==> src/rtl/cal_clock.sv <==
module cal_clock #(
  parameter int DIV_W  = 16,
  parameter int YEAR_W = 12
) (
  input  logic              clk,
  input  logic              rst_n,
  input  logic              wr_en,
  input  logic [2:0]        wr_sel,
  input  logic [YEAR_W+8:0] wr_data,
  input  logic              rd_en,
  input  logic [2:0]        rd_sel,
  output logic [YEAR_W+8:0] rd_data
);
  localparam int DW  = YEAR_W + 9;
  localparam int TW  = 20;
  localparam logic [2:0] S_DIV = 3'd0, S_SDATE = 3'd1, S_STIME = 3'd2,
                         S_CTRL = 3'd3, S_TIME = 3'd4, S_SNAP = 3'd5;

  logic [DIV_W-1:0]  div_q, pre_q;
  logic              en_q, noleap_q, active_q;
  logic [DW-1:0]     stg_date, snap_date;
  logic [TW-1:0]     stg_time;
  logic [YEAR_W-1:0] yr;
  logic [3:0]        mo;
  logic [4:0]        dy, hr, dim;
  logic [2:0]        dw;
  logic [5:0]        mi, se;

  wire load      = wr_en && wr_sel == S_CTRL && wr_data[2];
  wire tick      = active_q && pre_q == div_q;
  wire leap      = yr[1:0] == 2'b00 && !noleap_q;
  wire sec_end   = se >= 6'd59;
  wire min_end   = mi >= 6'd59;
  wire hour_end  = hr >= 5'd23;
  wire day_carry = sec_end && min_end && hour_end;
  wire [DW-1:0] live_date = {yr, mo, dy};
  wire [TW-1:0] live_time = {dw, hr, mi, se};

  always_comb begin
    case (mo)
      4'd2:                      dim = leap ? 5'd29 : 5'd28;
      4'd4, 4'd6, 4'd9, 4'd11:   dim = 5'd30;
      default:                   dim = 5'd31;
    endcase
  end

  always_ff @(posedge clk or negedge rst_n) begin
    if (!rst_n) begin
      div_q <= '0; en_q <= 1'b0; noleap_q <= 1'b0; active_q <= 1'b0;
      pre_q <= '0; stg_date <= '0; stg_time <= '0; snap_date <= '0;
    end else begin
      active_q <= en_q;
      if (!active_q || tick) pre_q <= '0;
      else                   pre_q <= pre_q + 1'b1;
      if (wr_en) begin
        case (wr_sel)
          S_DIV:   div_q    <= wr_data[DIV_W-1:0];
          S_SDATE: stg_date <= wr_data;
          S_STIME: stg_time <= wr_data[TW-1:0];
          S_CTRL:  begin en_q <= wr_data[0]; noleap_q <= wr_data[1]; end
          default: ;
        endcase
      end
      if (rd_en && rd_sel == S_TIME) snap_date <= live_date;
    end
  end

  always_ff @(posedge clk or negedge rst_n) begin
    if (!rst_n) begin
      yr <= '0; mo <= '0; dy <= '0; dw <= '0; hr <= '0; mi <= '0; se <= '0;
    end else if (load) begin
      {yr, mo, dy}     <= stg_date;
      {dw, hr, mi, se} <= stg_time;
    end else if (tick) begin
      se <= sec_end ? 6'd0 : se + 6'd1;
      if (sec_end) mi <= min_end ? 6'd0 : mi + 6'd1;
      if (sec_end && min_end) hr <= hour_end ? 5'd0 : hr + 5'd1;
      if (day_carry) begin
        dw <= (dw >= 3'd6) ? 3'd0 : dw + 3'd1;
        if (dy >= dim) begin
          dy <= 5'd1;
          if (mo >= 4'd12) begin
            mo <= 4'd1;
            yr <= yr + 1'b1;
          end else begin
            mo <= mo + 4'd1;
          end
        end else begin
          dy <= dy + 5'd1;
        end
      end
    end
  end

  always_comb begin
    case (rd_sel)
      S_DIV:   rd_data = DW'(div_q);
      S_SDATE: rd_data = stg_date;
      S_STIME: rd_data = DW'(stg_time);
      S_CTRL:  rd_data = DW'({active_q, 1'b0, noleap_q, en_q});
      S_TIME:  rd_data = DW'(live_time);
      S_SNAP:  rd_data = snap_date;
      default: rd_data = '0;
    endcase
  end

  a_r3_active_follows: assert property (@(posedge clk) disable iff (!rst_n)
    1'b1 |=> active_q == $past(en_q));
  a_r2_frozen: assert property (@(posedge clk) disable iff (!rst_n)
    (!active_q && !load) |=> ($stable(live_date) && $stable(live_time)));
  a_r4_load_copies: assert property (@(posedge clk) disable iff (!rst_n)
    load |=> (live_date == $past(stg_date) && live_time == $past(stg_time)));
  a_r5_sec_wrap: assert property (@(posedge clk) disable iff (!rst_n)
    (tick && !load && sec_end) |=> se == 6'd0);
  a_r8_dow_wrap: assert property (@(posedge clk) disable iff (!rst_n)
    (tick && !load && day_carry && dw == 3'd6) |=> dw == 3'd0);
  a_r10_capture: assert property (@(posedge clk) disable iff (!rst_n)
    (rd_en && rd_sel == S_TIME) |=> snap_date == $past(live_date));
endmodule

==> config.mk <==
export PLATFORM = sky130hd
export DESIGN_NAME = cal_clock
export DESIGN_NICKNAME = d
export VERILOG_FILES = /design/src/rtl/cal_clock.sv
export SDC_FILE = /design/constraint.sdc
export NUM_CORES = 1
export LEC_CHECK = 0
export ABC_AREA = 1
export BUFFER_PORTS_ARGS = -buffer_cell sky130_fd_sc_hd__buf_2
export CAP_MARGIN = 20
export CORE_UTILIZATION = 25
export CTS_BUF_LIST = sky130_fd_sc_hd__clkbuf_2 sky130_fd_sc_hd__clkbuf_4 sky130_fd_sc_hd__clkbuf_8
export CTS_CLUSTER_DIAMETER = 60
export DETAILED_ROUTE_END_ITERATION = 10
export PLACE_DENSITY = 0.49
export REMOVE_ABC_BUFFERS = 1
export SETUP_SLACK_MARGIN = 0.05
export SYNTH_ARGS = -nofsm -noshare
export SYNTH_HDL_FRONTEND = slang
export SYNTH_SLANG_ARGS = --single-unit
==> constraint.sdc <==
create_clock -name clk -period 2.5 [get_ports clk]
set_clock_uncertainty 0.1 [all_clocks]
set_input_delay 0.5 -clock clk [delete_from_list [all_inputs] [get_ports clk]]
set_output_delay 0.5 -clock clk [all_outputs]
set_load 0.01 [all_outputs]
### Word level (Yosys, flattened, before mapping)

Cells that the tools add are included.

* register bits after elaboration: 138
* input bits: 31
* output and inout bits: 21
* word-level logic and storage cells: 105

* add/sub/neg operators: 8
* magnitude comparators: 6
* eq/ne operators: 14
* muxes and demuxes: 33
* reductions and logical operators: 29

Operators by type and width (count)
* case mux 21 bit (6 select lines): 1
* 2-to-1 mux 12 bit: 5
* 2-to-1 mux 6 bit: 7
* 2-to-1 mux 5 bit: 8
* 2-to-1 mux 4 bit: 5
* adder 16 x 1 -> 16 bit, second input constant: 1
* == test 16 bit: 1
* 2-to-1 mux 16 bit: 1
* AND reduction 2 bit: 7
* adder 12 x 1 -> 12 bit, second input constant: 1
* adder 6 x 1 -> 6 bit, second input constant: 2
* == test 3 x 2 -> 1 bit, second input constant: 4
* >= comparator 6 bit, second input constant: 2
* 2-to-1 mux 3 bit: 4
* nonzero test 2 bit: 6
* adder 5 x 1 -> 5 bit, second input constant: 2
* == test 4 x 3 -> 1 bit, second input constant: 2
* == test 4 bit, second input constant: 2
* logical AND 1 bit: 7
* == test 3 x 1 -> 1 bit, second input constant: 2
* == test 3 bit, second input constant: 2
* zero test 3 bit: 2
* >= comparator 5 bit: 1
* >= comparator 5 bit, second input constant: 1
* 13 further kinds: 14

### Longest topological paths before layout

Gate-level depths: netlist (run 1).

* depth after elaboration: 9
* depth in mapped cells: 17
* mapped depth without buffers: 16

### Least setup slack after synthesis (run 1)

OpenSTA, ideal clock, no wires.

* path type: register to register
* start point: register mo[0]
* end point: register yr[0]
* library setup time: 0.117 ns
* arrival time: 2.139 ns
* data required time: 2.283 ns
* path slack: 0.144 ns
* stages on the path, launching flop included: 16
* path buffers: 1
* period minus slack after synthesis: 2.356 ns
* cells stage by stage: dfrtp_1 inv_1 ha_1 nor3b_1 a22oi_1 ha_1 o21ai_0 nand2_1 nand2_1 nand2_2 nand2_2 nor2_8 nand3_2 buf_6 nand2_1 nand2_1

* longest elaborated chain between the ends: 6
* elaborated cells between the ends (all ways): 12
* those cells by class: order compare (2); eq/ne (5); mux (1); reduce/logical (4)

Ends and longest elaborated chain
* from (decl): RTL line 24 `logic [3:0] mo;`
* from (signal assigned): RTL line 72 `{yr, mo, dy} <= stg_date;`
* from (signal assigned): RTL line 86 `mo <= mo + 4'd1;`
* == test 4 x 3 -> 1 bit or == test 4 bit (tied branches): RTL line 40 `case (mo)`
* OR reduction 4 bit: RTL line 40
* case mux 2 bit (2 select lines): RTL line 40
* >= comparator 5 bit: RTL line 80 `if (dy >= dim) begin`
* nonzero test 2 bit (no line)
* AND reduction 4 bit (no line) *
* to (signal assigned): RTL line 72
* to (signal assigned): RTL line 84 `yr <= yr + 1'b1;`
* to (decl): RTL line 23 `logic [YEAR_W-1:0] yr;`

Every way passes the cells marked *; elsewhere a longest branch is shown, timed or not.
A chain may end at the register's enable or synchronous reset.

### Worst setup path in the final report (run 1)

* start point: input rd_sel[2]
* end point: output rd_data[6]

* longest elaborated chain between the ends: 2
* elaborated cells between the ends (all ways): 7
* those cells by class: eq/ne (5); mux (1); reduce/logical (1)

Ends and longest elaborated chain
* from (decl): RTL line 11 `input logic [2:0] rd_sel,`
* == test 3 bit, or another cell as far along: RTL line 96 `case (rd_sel)`
* case mux 21 bit (6 select lines) *: RTL line 96
* to (decl): RTL line 12 `output logic [YEAR_W+8:0] rd_data`

Marked as above.

==> results_dict.tcl, run 1 <==
set metrics [dict create \
    fin_util 0.304 \
    detail_route.first_pass.iterations 10 \
    nets 1104 \
    grt_overflow 0 \
    rsz0062_at_grt "false" \
    slew_headroom 0.596 \
    ios 52 \
    dpl.hpwl_um 16600 \
    gp_congestion 0.832 \
    synth_fa_ha_area_frac 0.0249 \
    io_buffers 51 \
    fin_cells 1459 \
    synthToLayoutAreaGrowth_pct 19.7 \
    grt_usage 0.154 \
    synth_edf_count 0 \
    critical_path_class "in -> out" \
    cpPeakStageDelay_ps 420 \
    wl_um 22600 \
    p_leak_nw 4.43 \
    min_path_type "in -> reg" \
    failed_checks "DRC" \
    yosysWarnings 0 \
    clockPowerShare 0.367 \
    yosysSeqAreaShare 0.459 \
    die_w_um 176 \
    finalWorstSetupSlack_ps 77.5 \
    max_freq_mhz 413 \
    status "complete, but fails checks" \
    period_share 0.969 \
    clkSinkCount 138 \
    diodes 0 \
    combPwrFrac 0.162 \
    cts_root_buffer "clkbuf_8" \
    grt_max_degree 69 \
    ys_async_sr_fraction 1.00 \
    p_seq_frac 0.471 \
    fp.dieArea_um2 30800 \
    p_per_area_nw_per_um2 645 \
    critical-path-top-delay-family "buffers and inverters" \
    wl_met3_um 1020 \
    synth_common_cells "280 x nand2_1, 138 x dfrtp_1, 125 x inv_1" \
    ir_drop_uv 229 \
    start_kind "input pin" \
    placeableCoreArea_um2 29600 \
    synth.most_common_cell "nand2_1" \
    grt_pass1_wl_um 36200 \
    start_util 0.254 \
    cts_tree "built" \
    synth_seq_cells 138 \
    holdWs_ps 174 \
    wl_met1_um 11200 \
    clk_pin_slew_ps 90 \
    crit_buf_inv 3 \
    drive_gt1_frac 0.152 \
    min_period_ps 2420 \
    cts_max_level 4 \
    synth.mux.area_fraction 0.00150 \
    reg2reg_slack_ps 230 \
    synthXorXnorAreaFrac 0.0221 \
    crit_required_ps 1900 \
    via_per_inst 4.56 \
    crit_path_frequent_cell "buf_2" \
    finalSetupViolations 0 \
    end_kind "primary output" \
    finalMaxSlewViolations 0 \
    syn_area_um2 7530 \
    p_int_mw 4.07 \
    synth_top_area_frac 0.459 \
    grt_pass1_vias 6302 \
    fin_tns_setup_ps 0 \
    postRouteAntennaNets 0 \
    switching_share 0.299 \
    yosysUniqueCellTypes 44 \
    dp_slack_ps 9.81 \
    yosys.area_share.simple 0.247 \
    synth_compound_area_frac 0.154 \
    dr_wl_met2_um 10100 \
    antenna_found_initial 0 \
    slowest_stage "o221ai_1" \
    synth_flop_cell "dfrtp_1" \
    clk_latency_ps 460 \
    critical_path_arrival_ps 1820 \
    yosysTopAreaCell "dfrtp_1" \
    netlist_instances 987 \
    top_layer_used "met4" \
    wire_per_inst_um 15.5 \
    route.detailed.drc 2 \
    worst_slew_pin_slew_ps 605 \
    path_cells "buf_2 -> nor3_2 -> inv_1 -> o221ai_1 -> buf_2" \
    crit_fanout 13 \
    synth_top_family_by_area "simple AND/OR/NAND/NOR gates" \
    row_count 63 \
    drtIter0Drc 473 \
    power.switching_mw 1.74 \
    die_h_um 176 \
    cap_violations 0 \
    yosys-top-cells-area "dfrtp_1 46%, nand2_1 14%, o21ai_0 6.5%" \
    numCtsBuffers 17 \
    syn_avg_cell_area_um2 7.63 \
    clk_path_buf_depth 2 \
    placed_cells 1427 \
    hold_viol 0 \
    vias 6649 \
]
power groups by stage:
stage	sequential, mW	clock (mW)	combinational, mW
final	2.73	2.13	0.941
after global routing	2.78	2.30	1.09
after CTS	2.73	2.19	0.954
after detailed placement	2.77	0	0.947
after global placement	2.77	0	0.933
after floorplan	2.70	0	0.580
state kept, by name, indices dropped and copies added, names as in the netlist, 4 cells and up:
register / cells
mo: 4
yr: 12
pre_q: 16
mi: 6
dy: 5
div_q: 16
snap_date: 21
stg_date: 21
hr: 5
stg_time: 20
se: 6
routing by layer:
| layer | up-vias | global-route usage |
|---|---|---|
| met5 | - | 0 |
| met4 | 0 | 0.0377 |
| met3 | 16 | 0.0279 |
| met2 | 143 | 0.234 |
| met1 | 3125 | 0.223 |
| li1 | 3365 | - |
cell usage in the layout (no fill, tap or decap), types with 13 or more instances in the layout:
cell | synthesis | layout
nor2_1 | 62 | 62
ha_1 | 15 | 13
clkbuf_8 | 0 | 18
o22ai_1 | 16 | 16
buf_4 | 2 | 30
nand3_1 | 48 | 47
xor2_1 | 15 | 15
inv_1 | 125 | 123
dfrtp_1 | 138 | 137
buf_2 | 9 | 50
inv_2 | 12 | 14
o21ai_0 | 98 | 95
nand4_1 | 18 | 18
o21ai_1 | 16 | 19
a21oi_1 | 34 | 34
nand2_1 | 280 | 278
cell families after synthesis:
kind of cell | after synthesis
xor+xnor | 19
flops | 138
compound gates | 201
mux | 1
buf+inv | 176
fa+ha+maj | 15
simple gates | 437
final timing paths:
check                           start            to  cells after the start
max in group asynchronous       rst_n      pre_q[9]                      3
min                        wr_data[1]      noleap_q                      3
max                         rd_sel[2]    rd_data[6]                      5
min in group asynchronous       rst_n  stg_date[19]                      2
max reg2reg                     mo[0]         mo[3]                     15
min reg2reg                      en_q      active_q                      0
timing repair:
action	CTS	global route
pin swaps	0	6
hold buffers	1	0
setup endpoints to repair	15	24
endpoints found under the hold margin	9	0
buffers inserted	1	0
gates resized for setup	2	17
per-stage QoR:
stage	cell area [um^2]	power, mW
after floorplan	7350	3.28
after global placement	8480	3.70
after detailed placement	8480	3.72
after CTS	8960	5.87
after global routing	9010	6.16
final	9010	5.81
worst min-delay path, stage by stage:
cell and delay (ps):
buf_2 90, nand2_1 50, o21ai_0 60
cell type report:
type / instances / area [um^2]
fillers: 3280 / 20600
inverters: 138 / 518
repair buffers: 90 / 648
clock inverters: 11 / 196
well taps: 390 / 488
clock buffers: 19 / 255
multi-input cells: 673 / 3450
flip-flops and latches: 138 / 3450
Power figures use the tool's default switching activity.
==> inputs of run 2 (changes only) <==
Settings changed: CORE_UTILIZATION 25 to 40, HOLD_SLACK_MARGIN set to 0.05, PLACE_DENSITY 0.49 to 0.67.
==> run 2 against run 1 <==
  * The run still ends with DRC left
  * Non-clock buffer count down 6
  * Final cell count down 11%
  * Critical path depth rose by 9
  * Combinational power decreased by 3.6%
==> results_dict.tcl, run 2 (synthesis gave the netlist of run 1 again) <==
set metrics [dict create \
    status "complete, but fails checks" \
    failed_checks "DRC" \
    p_seq_frac 0.504 \
    clk_latency_ps 450 \
    critical_path_class "reg -> reg" \
    row_count 49 \
    postRouteAntennaNets 0 \
    io_buffers 51 \
    switching_share 0.303 \
    diodes 0 \
    antenna_found_initial 0 \
    cts_root_buffer "clkbuf_8" \
    clkSinkCount 138 \
    power_mw 5.42 \
    dpl.hpwl_um 14200 \
    fin_cells 1294 \
    hold_viol 0 \
    fp.dieArea_um2 19400 \
    grt_pass1_vias 6426 \
    synthToLayoutAreaGrowth_pct 15.7 \
    max_freq_mhz 417 \
    layout_commonest_cell "nand2_1" \
    slew_headroom 0.651 \
    die_w_um 139 \
    route.detailed.drc 2 \
    placeableCoreArea_um2 18200 \
    combPwrFrac 0.167 \
    crit_fanout 6 \
    finalWorstSetupSlack_ps 99.2 \
    grt_overflow 0 \
    grt_max_degree 59 \
    clk_path_buf_depth 2 \
    gp_congestion 0.892 \
    cts_tree "built" \
    detail_route.first_pass.iterations 8 \
    drive_gt1_frac 0.155 \
    p_int_mw 3.78 \
    via_per_inst 5.23 \
    vias 6770 \
    power.switching_mw 1.64 \
    critical_path_arrival_ps 2640 \
    finalMaxSlewViolations 0 \
    cts_max_level 4 \
    numCtsBuffers 17 \
    dp_slack_ps -70.8 \
    grt_usage 0.216 \
    p_leak_nw 4.36 \
    min_period_ps 2400 \
    final_cell_mix "273 x nand2_1, 137 x dfrtp_1, 122 x inv_1, 96 x o21ai_0, 62 x nor2_1" \
    nets 1099 \
    drtIter0Drc 578 \
    period_share 0.960 \
    placed_cells 1256 \
    wl_um 20100 \
    ir_drop_uv 346 \
    top_regs "snap_date x21, stg_date x21, stg_time x20" \
    clk_pin_slew_ps 80 \
    finalSetupViolations 0 \
    end_kind "register" \
    cap_violations 0 \
    clockPowerShare 0.329 \
    die_h_um 139 \
    worst_slew_pin_slew_ps 519 \
    p_per_area_nw_per_um2 622 \
    start_kind "register" \
    start_util 0.414 \
    wire_per_inst_um 15.5 \
    min_path_type "in -> reg" \
    crit_required_ps 2740 \
    rsz0062_at_grt "true" \
    num-fill-cells 1757 \
    grt_pass1_wl_um 32700 \
    ios 52 \
]
-- run 2: cell types whose count changed in the layout (fill, tap and decap cells not counted), sizes merged --
cell and change:
buf -7, clkinv -1, clkbuf +7, bufinv -4
nand3 +1
-- run 2: layout make-up --
cell class	count	area (um^2)	area share
Clock buffer	25	319	0.0366
Clock inverter	6	63.8	0.00732
Inverter	138	518	0.0595
Multi-Input combinational cell	674	3470	0.398
Sequential cell	138	3450	0.397
Tap cell	229	287	0.0329
Timing Repair Buffer	84	599	0.0688
-- run 2: power groups by stage --
| stage | logic, mW | registers (mW) | clock network (mW) |
|---|---|---|---|
| final | 0.907 | 2.73 | 1.78 |
| after global routing | 1.06 | 2.77 | 1.90 |
| after CTS | 0.910 | 2.72 | 1.82 |
| after detailed placement | 0.903 | 2.76 | 0 |
| after global placement | 0.888 | 2.76 | 0 |
| after floorplan | 0.580 | 2.70 | 0 |
-- run 2: worst max-delay path, stage by stage, from the launching register on --
cell	delay, ps
dfrtp_1	430
inv_2	110
ha_4	130
nor3b_4	210
a22oi_2	100
ha_1	300
o21ai_2	60
nand2_1	80
nand2_2	60
nand2_2	100
nand2_4	70
nor2_8	210
nand3_4	170
nand2_2	100
nand2_1	50
-- run 2: path summary, 6_finish.rpt --
| path | from | to | slack, ps | cells past startpoint |
|---|---|---|---|---|
| worst max register to register | mo[0] | yr[6] | 100 | 14 |
| worst min-delay path | wr_data[20] | stg_date[20] | 180 | 2 |
| min in group asynchronous | rst_n | stg_time[19] | 390 | 2 |
| max in group asynchronous | rst_n | div_q[15] | 1290 | 3 |
| worst min register to register | en_q | active_q | 290 | 0 |
| worst max-delay path | mo[0] | yr[6] | 100 | 14 |
-- run 2: metrics by stage --
stage,utilization,hold WS [ps],TNS (ps),cell area [um^2]
floorplan,-,104,0,7350
global placement,0.448,268,0,8170
detailed placement,0.448,273,-652,8170
CTS,0.471,155,0,8580
global route,0.478,176,-121,8710
finish,0.478,177,0,8710
-- run 2: what timing repair did --
item / CTS / global route
endpoints found under the hold margin: 27 / 0
gates cloned: 0 / 2
setup buffers: 0 / 4
hold buffers: 1 / 0
endpoints found under the setup margin: 12 / 21
gates resized for setup: 5 / 21
pin swaps: 0 / 11
-- run 2: layer usage --
layer	GRT usage	part of all wire	routed length, um	vias to the layer above
li1	-	-	-	3357
met1	0.294	0.46	9200	3176
met2	0.341	0.46	9240	199
met3	0.0356	0.051	1030	38
met4	0.0901	0.030	601	0
met5	0	0	0	-
==> inputs of run 3 (changes only) <==
Settings changed: PLACE_DENSITY 0.67 to 0.56.
==> run 3 against run 2 <==
  * The run still ends with DRC left
  * Register-to-register slack gained 100 ps
  * Critical path type is now in -> out
  * Via count down 1.8%
  * Combinational power about the same
  * Total power up 5.6%
  * Highest routed layer unchanged
  * Worst setup slack gained 49 ps
  * Flip-flop and latch count stayed put
  * First-iteration DRC count is 23% lower
  * Worst hold slack worse by 6.3 ps
  * Largest power group unchanged
  * Final cell count up 0.15%
==> results_dict.tcl, run 3 (synthesis gave the netlist of run 1 again) <==
set metrics [dict create \
    row_count 49 \
    ios 52 \
    route.detailed.drc 1 \
    detail_route.first_pass.iterations 8 \
    period_share 0.941 \
    worst_slew_pin_slew_ps 634 \
    ir_drop_uv 314 \
    numCtsBuffers 17 \
    die_w_um 139 \
    path_cells "buf_2 -> nor2_1 -> nand2_1 -> inv_1 -> buf_4 -> a221oi_1 -> o221ai_1 -> buf_2" \
    grt_overflow 0 \
    cpPeakStageDelay_ps 350 \
    crit_buf_inv 4 \
    use_met2 0.348 \
    clk_pin_slew_ps 80 \
    crit_fanout 11 \
    start_kind "input pin" \
    via_per_inst 5.13 \
    start_util 0.414 \
    crit_path_frequent_cell "buf_2" \
    grt_pass1_vias 6230 \
    p_leak_nw 4.41 \
    critical_path_class "in -> out" \
    cts_max_level 4 \
    gp_congestion 0.870 \
    final_cell_mix "278 x nand2_1, 137 x dfrtp_1, 123 x inv_1, 95 x o21ai_0, 62 x nor2_1" \
    end_kind "primary output" \
    fin_tns_setup_ps 0 \
    min_period_ps 2350 \
    synthToLayoutAreaGrowth_pct 15.7 \
    failed_checks "DRC" \
    finalWorstSetupSlack_ps 149 \
    wire_per_inst_um 16.0 \
    wl_um 20700 \
    fin_util 0.478 \
    antenna_found_initial 0 \
    finalMaxSlewViolations 0 \
    top_regs "snap_date x21, stg_date x21, stg_time x20" \
    slew_headroom 0.577 \
    grt_pass1_wl_um 33800 \
    status "complete, but fails checks" \
    dp_slack_ps -23.7 \
    clk_latency_ps 460 \
    crit_required_ps 1900 \
    power_mw 5.72 \
    fp.dieArea_um2 19400 \
    postRouteAntennaNets 0 \
    p_per_area_nw_per_um2 657 \
    grt_usage 0.227 \
    rsz0062_at_grt "false" \
    vias 6646 \
    clkSinkCount 138 \
    diodes 0 \
    nets 1100 \
    cts_tree "built" \
    critical_path_arrival_ps 1750 \
    critical-path-top-delay-family "compound AO/OA/AOI/OAI gates" \
    finalSetupViolations 0 \
    min_path_type "in -> reg" \
    clk_path_buf_depth 2 \
    dpl.hpwl_um 15000 \
    grt_use_met3 0.0463 \
    cap_violations 0 \
    hold_viol 0 \
    slowest_stage "a221oi_1" \
    grt_max_degree 63 \
    met1_usage 0.323 \
    die_h_um 139 \
    drive_gt1_frac 0.150 \
    max_freq_mhz 425 \
    busiest_layer "met2" \
    cts_root_buffer "clkbuf_8" \
    io_buffers 51 \
    layout_commonest_cell "nand2_1" \
    placeableCoreArea_um2 18200 \
    drtIter0Drc 446 \
]
-- run 3: worst min-delay path: stages --
cell and delay (ps):
buf_2 90, nand2_1 40, o21ai_0 60
-- run 3: final cells by class --
| type | instances | area [um^2] |
|---|---|---|
| Clock inverter | 7 | 139 |
| Clock buffer | 25 | 307 |
| Inverter | 138 | 518 |
| Sequential cell | 138 | 3450 |
| Multi-Input combinational cell | 673 | 3440 |
| Fill cell | 1848 | 9500 |
| Timing Repair Buffer | 86 | 568 |
| Tap cell | 229 | 287 |
-- run 3: power breakdown --
group          switching (mW)  leakage, nW  internal (mW)  total, mW
sequential              0.226         1.78           2.51       2.73
combinational           0.570         2.40          0.338      0.909
clock                   0.877        0.233           1.21       2.08
-- run 3: worst paths after layout --
check                           depth (start not counted)    endpoint  slack (ps)        from
worst max-delay path                                    8  rd_data[5]         150   rd_sel[0]
worst min register to register                          0    active_q         290        en_q
min in group asynchronous                               2       dy[3]         510       rst_n
worst min-delay path                                    3    noleap_q         170  wr_data[1]
worst max register to register                         15       mo[3]         200       mo[0]
max in group asynchronous                               3   pre_q[14]        1090       rst_n
-- run 3: stage by stage --
step | hold slack, ps | cells | cell area [um^2]
global route | 165 | 1296 | 8710
global placement | 273 | 1262 | 8190
detailed placement | 272 | 1262 | 8190
CTS | 152 | 1295 | 8660
floorplan | 104 | 949 | 7350
finish | 170 | 1296 | 8710
-- run 3: metal layers --
metal | routed length (um) | vias to the layer above
li1 | - | 3342
met5 | 0 | -
met2 | 9200 | 161
met3 | 1060 | 27
met1 | 10100 | 3116
met4 | 370 | 0
-- run 3: timing repair --
| item | 4_1_cts | 5_1_grt |
|---|---|---|
| hold buffers | 1 | 0 |
| setup buffers | 0 | 1 |
| endpoints found under the hold margin | 56 | 0 |
| endpoints found under the setup margin | 16 | 23 |
| pin swaps | 0 | 3 |
| gates resized for setup | 3 | 15 |
